<file path="config.mk">
export PLATFORM = sky130hd
export DESIGN_NAME = tagged_pkt_fifo
export DESIGN_NICKNAME = d
export VERILOG_FILES = /design/src/rtl/tpf_pkg.sv /design/src/rtl/tpf_store.sv /design/src/rtl/tpf_admit.sv /design/src/rtl/tpf_irq.sv /design/src/rtl/tagged_pkt_fifo.sv
export SDC_FILE = /design/constraint.sdc
export NUM_CORES = 1
export LEC_CHECK = 0
export ABC_AREA = 1
export ABC_CLOCK_PERIOD_IN_PS = 3500
export CAP_MARGIN = 10
export CELL_PAD_IN_SITES_DETAIL_PLACEMENT = 1
export CELL_PAD_IN_SITES_GLOBAL_PLACEMENT = 1
export CORE_UTILIZATION = 24
export CTS_CLUSTER_SIZE = 8
export DETAILED_ROUTE_END_ITERATION = 8
export GPL_ROUTABILITY_DRIVEN = 0
export GPL_TIMING_DRIVEN = 0
export PLACE_DENSITY = 0.44
export REMOVE_ABC_BUFFERS = 1
export SYNTH_ARGS = -nofsm -noshare
export SYNTH_HDL_FRONTEND = slang
export SYNTH_SLANG_ARGS = --single-unit
</file>
<file path="constraint.sdc">
create_clock -name clk -period 3.5 [get_ports clk]
set_input_delay 0.7 -clock clk [delete_from_list [all_inputs] [get_ports clk]]
set_output_delay 0.7 -clock clk [all_outputs]
set_load 0.02 [all_outputs]
</file>
<file path="src/rtl/tpf_pkg.sv">
package tpf_pkg;
   typedef enum logic [1:0] {
      TAG_MID      = 2'b00,
      TAG_FIRST    = 2'b01,
      TAG_LAST_OK  = 2'b10,
      TAG_LAST_BAD = 2'b11
   } pkt_tag_e;

   localparam int TAG_W = 2;

   function automatic logic tag_is_last(input logic [TAG_W-1:0] t);
      return t[1];
   endfunction
endpackage

</file>
<file path="src/rtl/tpf_store.sv">
module tpf_store #(
   parameter int DEPTH = 8,
   parameter int W     = 10,
   localparam int AW   = (DEPTH > 1) ? $clog2(DEPTH) : 1,
   localparam int CW   = $clog2(DEPTH + 1)
) (
   input  logic          clk,
   input  logic          rst_n,
   input  logic          push,
   input  logic          pop,
   input  logic [W-1:0]  din,
   output logic [W-1:0]  head,
   output logic [W-1:0]  next_head,
   output logic [CW-1:0] count,
   output logic          full,
   output logic          empty
);
   localparam bit POW2 = (DEPTH & (DEPTH - 1)) == 0;

   logic [W-1:0]  mem [DEPTH];
   logic [AW-1:0] wr_ptr, rd_ptr, wr_nxt, rd_nxt;

   generate
      if (DEPTH < 2) begin : g_depth_bad
         $error("tpf_store: DEPTH must be at least 2");
      end
      if (POW2) begin : g_wrap_nat
         assign wr_nxt = wr_ptr + AW'(1);
         assign rd_nxt = rd_ptr + AW'(1);
      end else begin : g_wrap_cmp
         assign wr_nxt = (wr_ptr == AW'(DEPTH - 1)) ? '0 : wr_ptr + AW'(1);
         assign rd_nxt = (rd_ptr == AW'(DEPTH - 1)) ? '0 : rd_ptr + AW'(1);
      end
   endgenerate

   always_ff @(posedge clk) begin
      if (push) mem[wr_ptr] <= din;
   end

   always_ff @(posedge clk) begin
      if (!rst_n) begin
         wr_ptr <= '0;
         rd_ptr <= '0;
         count  <= '0;
      end else begin
         if (push) wr_ptr <= wr_nxt;
         if (pop)  rd_ptr <= rd_nxt;
         case ({push, pop})
            2'b10:   count <= count + CW'(1);
            2'b01:   count <= count - CW'(1);
            default: count <= count;
         endcase
      end
   end

   assign head      = mem[rd_ptr];
   assign next_head = mem[rd_nxt];
   assign full      = (count == CW'(DEPTH));
   assign empty     = (count == '0);


   push_when_full_chk: assert property (@(posedge clk) disable iff (!rst_n)
      push |-> !full);

   count_bound_chk: assert property (@(posedge clk) disable iff (!rst_n)
      count <= CW'(DEPTH));

   head_hold_chk: assert property (@(posedge clk) disable iff (!rst_n)
      (!pop && !empty) |=> $stable(head));
endmodule

</file>
<file path="src/rtl/tpf_admit.sv">
module tpf_admit (
   input  logic clk,
   input  logic rst_n,
   input  logic rx_en,
   input  logic wr_valid,
   input  logic frame_start,
   input  logic full,
   input  logic ovf_clear,
   output logic push,
   output logic drop,
   output logic ovf_flag
);
   logic locked, start_ok, lock_eff, offer;

   assign start_ok = rx_en && frame_start && !full;
   assign lock_eff = locked && !start_ok;
   assign offer    = rx_en && wr_valid;
   assign push     = offer && !lock_eff && !full;
   assign drop     = offer && !push;

   always_ff @(posedge clk) begin
      if (!rst_n) begin
         locked   <= 1'b0;
         ovf_flag <= 1'b0;
      end else begin
         if (drop)          locked <= 1'b1;
         else if (start_ok) locked <= 1'b0;
         if (drop)           ovf_flag <= 1'b1;
         else if (ovf_clear) ovf_flag <= 1'b0;
      end
   end


   lockout_hold_chk: assert property (@(posedge clk) disable iff (!rst_n)
      drop |=> (!push || frame_start));

   drop_flags_chk: assert property (@(posedge clk) disable iff (!rst_n)
      drop |=> ovf_flag);

   ovf_sticky_chk: assert property (@(posedge clk) disable iff (!rst_n)
      (ovf_flag && !ovf_clear) |=> ovf_flag);
endmodule

</file>
<file path="src/rtl/tpf_irq.sv">
module tpf_irq #(
   parameter int CW = 4
) (
   input  logic          clk,
   input  logic          rst_n,
   input  logic          push,
   input  logic          push_last,
   input  logic          pop,
   input  logic [CW-1:0] count,
   input  logic          next_last,
   input  logic          irq_clear,
   output logic          irq_wr,
   output logic          irq_head
);
   logic set_wr, set_head, via_pop, via_push;

   assign via_pop  = pop && (count > CW'(1)) && next_last;
   assign via_push = push && push_last &&
                     ((count == '0) || ((count == CW'(1)) && pop));
   assign set_head = via_pop || via_push;
   assign set_wr   = push && push_last;

   always_ff @(posedge clk) begin
      if (!rst_n) begin
         irq_wr   <= 1'b0;
         irq_head <= 1'b0;
      end else begin
         if (set_wr)         irq_wr <= 1'b1;
         else if (irq_clear) irq_wr <= 1'b0;
         if (set_head)       irq_head <= 1'b1;
         else if (irq_clear) irq_head <= 1'b0;
      end
   end


   eop_wr_sticky_chk: assert property (@(posedge clk) disable iff (!rst_n)
      (irq_wr && !irq_clear) |=> irq_wr);

   eop_head_sticky_chk: assert property (@(posedge clk) disable iff (!rst_n)
      (irq_head && !irq_clear) |=> irq_head);
endmodule

</file>
<file path="src/rtl/tagged_pkt_fifo.sv">
module tagged_pkt_fifo #(
   parameter int DATA_W = 8,
   parameter int DEPTH  = 8,
   localparam int CW    = $clog2(DEPTH + 1),
   localparam int EW    = DATA_W + tpf_pkg::TAG_W
) (
   input  logic              clk,
   input  logic              rst_n,
   input  logic              rx_en,
   input  logic              frame_start,
   input  logic              wr_valid,
   input  logic [DATA_W-1:0] wr_data,
   input  logic [1:0]        wr_tag,
   input  logic              rd_pop,
   input  logic              irq_clear,
   input  logic              ovf_clear,
   output logic              head_valid,
   output logic [DATA_W-1:0] head_data,
   output logic [1:0]        head_tag,
   output logic [CW-1:0]     level,
   output logic              full,
   output logic              irq_eop_wr,
   output logic              irq_eop_head,
   output logic              ovf_flag
);
   logic          push, drop, pop, empty;
   logic [EW-1:0] head_e, next_e;

   generate
      if (DATA_W < 1) begin : g_width_bad
         $error("tagged_pkt_fifo: DATA_W must be at least 1");
      end
   endgenerate

   assign pop = rd_pop && !empty;

   tpf_admit u_admit (
      .clk        (clk),
      .rst_n      (rst_n),
      .rx_en      (rx_en),
      .wr_valid   (wr_valid),
      .frame_start(frame_start),
      .full       (full),
      .ovf_clear  (ovf_clear),
      .push       (push),
      .drop       (drop),
      .ovf_flag   (ovf_flag)
   );

   tpf_store #(.DEPTH(DEPTH), .W(EW)) u_store (
      .clk      (clk),
      .rst_n    (rst_n),
      .push     (push),
      .pop      (pop),
      .din      ({wr_tag, wr_data}),
      .head     (head_e),
      .next_head(next_e),
      .count    (level),
      .full     (full),
      .empty    (empty)
   );

   tpf_irq #(.CW(CW)) u_irq (
      .clk      (clk),
      .rst_n    (rst_n),
      .push     (push),
      .push_last(tpf_pkg::tag_is_last(wr_tag)),
      .pop      (pop),
      .count    (level),
      .next_last(tpf_pkg::tag_is_last(next_e[EW-1 -: 2])),
      .irq_clear(irq_clear),
      .irq_wr   (irq_eop_wr),
      .irq_head (irq_eop_head)
   );

   assign head_valid = !empty;
   assign head_data  = head_e[DATA_W-1:0];
   assign head_tag   = head_e[EW-1 -: 2];


   empty_level_chk: assert property (@(posedge clk) disable iff (!rst_n)
      !head_valid |-> (level == '0));

   disabled_no_drop_chk: assert property (@(posedge clk) disable iff (!rst_n)
      !rx_en |-> (!push && !drop));
endmodule

</file>
==> results.toml, run 1 <==
[worst_hold_path]
min_path_type = "flip-flop to flip-flop"

[critical_path]
path_max_fanout = 22
cpMaxStageDelayCell = "dfxtp_2"
cpPeakStageDelay_ns = 0.74
path_class = "flip-flop to output pin"
crit_required_ns = 2.80
worstSetupEndpointType = "output pin"
crit_arrival_ns = 2.62
start_kind = "flip-flop"
path_cells = "clkinvlp_4, buf_4, nor2_1, o21ai_0, a31oi_1, clkdlybuf4s50_1"
critPathTopFamily = "buffers and inverters"
crit_buf_inv = 3

[floorplanning]
die-height_um = 133
die_w_um = 133
initial_utilization = 0.247
core_area_mm2 = 0.0166
die_area_mm2 = 0.0177
rows = 47
ios = 37

[detailed_routing]
first_pass_iters = 4
finalWirelength_um = 11000
vias_per_cell = 4.39
postRouteAntennaNets = 0
vias = 2811
detail_route.wl_per_cell_um = 17.3
drc = 0
first_iter_violations = 102

[place]
dp_cells = 617
pre_cts_slack_ns = -0.255
placed_cell_area_mm2 = 0.00471
port_buffers = 36
hpwl_um = 6620

[grt]
overflow = 0
grt_pass1_vias = 2945
grt_usage = 0.132
grt_max_degree = 41
antenna_found_initial = 0
grt_pass1_wl_um = 17000

[power_and_ir_drop]
power_density_mw_per_mm2 = 749
peakVddDrop_v = 0.000269
p_leak_nw = 1.79
finalPower_mw = 3.83

[synthesis]
synthDistinctLibCells = 29
syn_avg_cell_area_um2 = 11.1
yosys.area.top_type = "edfxtp_1"
netlist_area_mm2 = 0.00412
synthTopCellsByArea = "edfxtp_1, dfxtp_1, nand2_1"
ys.warnings.count = 0
synth_cells = 372
synth_sequential_area_ratio = 0.666
synth-seq-cells = 97
synth_top_area_share = 0.583

[finish]
layout_common_cells = "edfxtp_1, nand2_1, nor2_1"
nets = 440
n_antenna_cell = 0
mostFrequentLayoutCell = "edfxtp_1"
final_cells = 640
fin_area_mm2 = 0.00511
drive_above_1_share = 0.117
syn_to_final_growth_pct = 24.2

[timing]
setup_ws_ns = 0.182
finalCritPeriodShare = 0.948
setup_viol = 0
tightestPinTransition_ns = 1.23
finalMaxSlewViolations = 0
fmax_ghz = 0.301
hold_viol_final = 0
rsz0062_at_grt = "no"
relSlewSlack = 0.172
min_period_ns = 3.32
fin_skew_ns = 0.00697

[job]
max_cap_violations = 0

[clocking]
cts_sinks = 97
cts_tree = "yes"
root_buffer = "clkbuf_16"
cts_buffers = 9
clockBufferDepth = 2
clk_pin_slew_ns = 0.07
cts_htree_levels = 3
clk_latency_ns = 0.35

[status]
outcome = "finished clean"
==> registers in the layout (all words and copies together) (netlist names), named ones only <==
signal            count
u_admit.ovf_flag      1
u_store.mem          80
u_irq.irq_wr          1
u_admit.locked        1
u_store.count         4
u_store.rd_ptr        3
u_store.wr_ptr        3
u_irq.irq_head        1
==> synthesized netlist by cell type <==
master    instances
a21oi_1          22
a21oi_2           1
a31oi_1          10
and2_1            1
buf_1             1
buf_2             4
buf_4             2
buf_6             4
clkbuf_1          4
dfxtp_1          17
edfxtp_1         80
ha_1              7
inv_1            20
inv_2             3
nand2_1          59
nand2_2           3
nand2_4           1
nand3_1           9
nand3_2           1
nand4_1           2
nor2_1           55
nor2_2            2
nor2_4            1
nor3_2            8
o21a_1            1
o21ai_0          20
o21ai_1          32
xnor2_1           1
xor2_1            1
==> where the power goes <==
group	switching, mW	internal, mW	total [mW]	leakage [nW]
Combinational	0.799	0.531	1.33	0.770
Sequential	0.118	1.32	1.43	0.862
Clock	0.436	0.629	1.07	0.153
==> stage by stage <==
step / hold WS (ns) / utilization / TNS (ns)
2_1_floorplan: 0.500 / - / 0
3_3_place_gp: 0.470 / 0.280 / -8.10
3_5_place_dp: 0.469 / 0.283 / -1.58
4_1_cts: 0.485 / 0.306 / 0
5_1_grt: 0.499 / 0.307 / 0
6_report: 0.474 / 0.307 / 0
==> layer usage <==
layer | vias up | GRT usage | routed length, um
li1 | 1377 | - | -
met1 | 1388 | 0.176 | 5450
met2 | 35 | 0.211 | 5160
met3 | 11 | 0.0199 | 232
met4 | 0 | 0.0594 | 201
met5 | - | 0 | 0
==> worst register-to-register path, delay by kind of cell, from the launching register on <==
family	cells	cell delay, ns
buffers and inverters	1	0.14
flip-flops	1	0.41
AND/OR/NAND/NOR	5	1.48
adder cells (fa/ha/maj)	1	0.25
==> area by class of cell <==
class                      count  area (um2)
sequential                    97        2750
clock buffer                  10         229
timing repair inverter         1        7.51
inverter                      23        92.6
clock inverter                 6        90.1
fill                        1864       11500
multi-input combinational    237        1190
tap                          220         275
timing repair buffer          46         483
==> path summary, 6_finish.rpt <==
| path | startpoint | endpoint | slack (ns) | cells after the start |
|---|---|---|---|---|
| worst max-delay path | flip-flop | head_tag[1] | 0.18 | 6 |
| worst min-delay path | u_admit.ovf_flag | u_admit.ovf_flag | 0.47 | 2 |
| worst max register to register | u_store.count[0] | u_store.mem[0][3] | 0.84 | 7 |
| worst min register to register | u_admit.ovf_flag | u_admit.ovf_flag | 0.47 | 2 |
==> timing repair <==
action                     in CTS  in global routing
pin swaps                       0                  0
resized for setup               3                  2
gates cloned                    1                  0
setup endpoints to repair      10                  2
hold buffers                    0                  0
buffers inserted                4                  0
hold endpoints to repair        0                  0
==> cell families after synthesis <==
logic type	Yosys count	share of synthesized area
flops	97	0.666
xor+xnor	2	0.00425
buf+inv	38	0.0450
compound gates	86	0.109
fa+ha+maj	7	0.0213
simple gates	142	0.154
Power figures use the tool's default switching activity.
==> run 2: changes to the inputs <==
--- a/config.mk
+++ b/config.mk
@@ -11,6 +11,7 @@
 export CELL_PAD_IN_SITES_DETAIL_PLACEMENT = 1
 export CELL_PAD_IN_SITES_GLOBAL_PLACEMENT = 1
 export CORE_UTILIZATION = 24
+export CTS_CLUSTER_DIAMETER = 120
 export CTS_CLUSTER_SIZE = 8
 export DETAILED_ROUTE_END_ITERATION = 8
 export GPL_ROUTABILITY_DRIVEN = 0
==> results of run 2 <==
Final layout, timing and power as in run 1 (identical DEF).
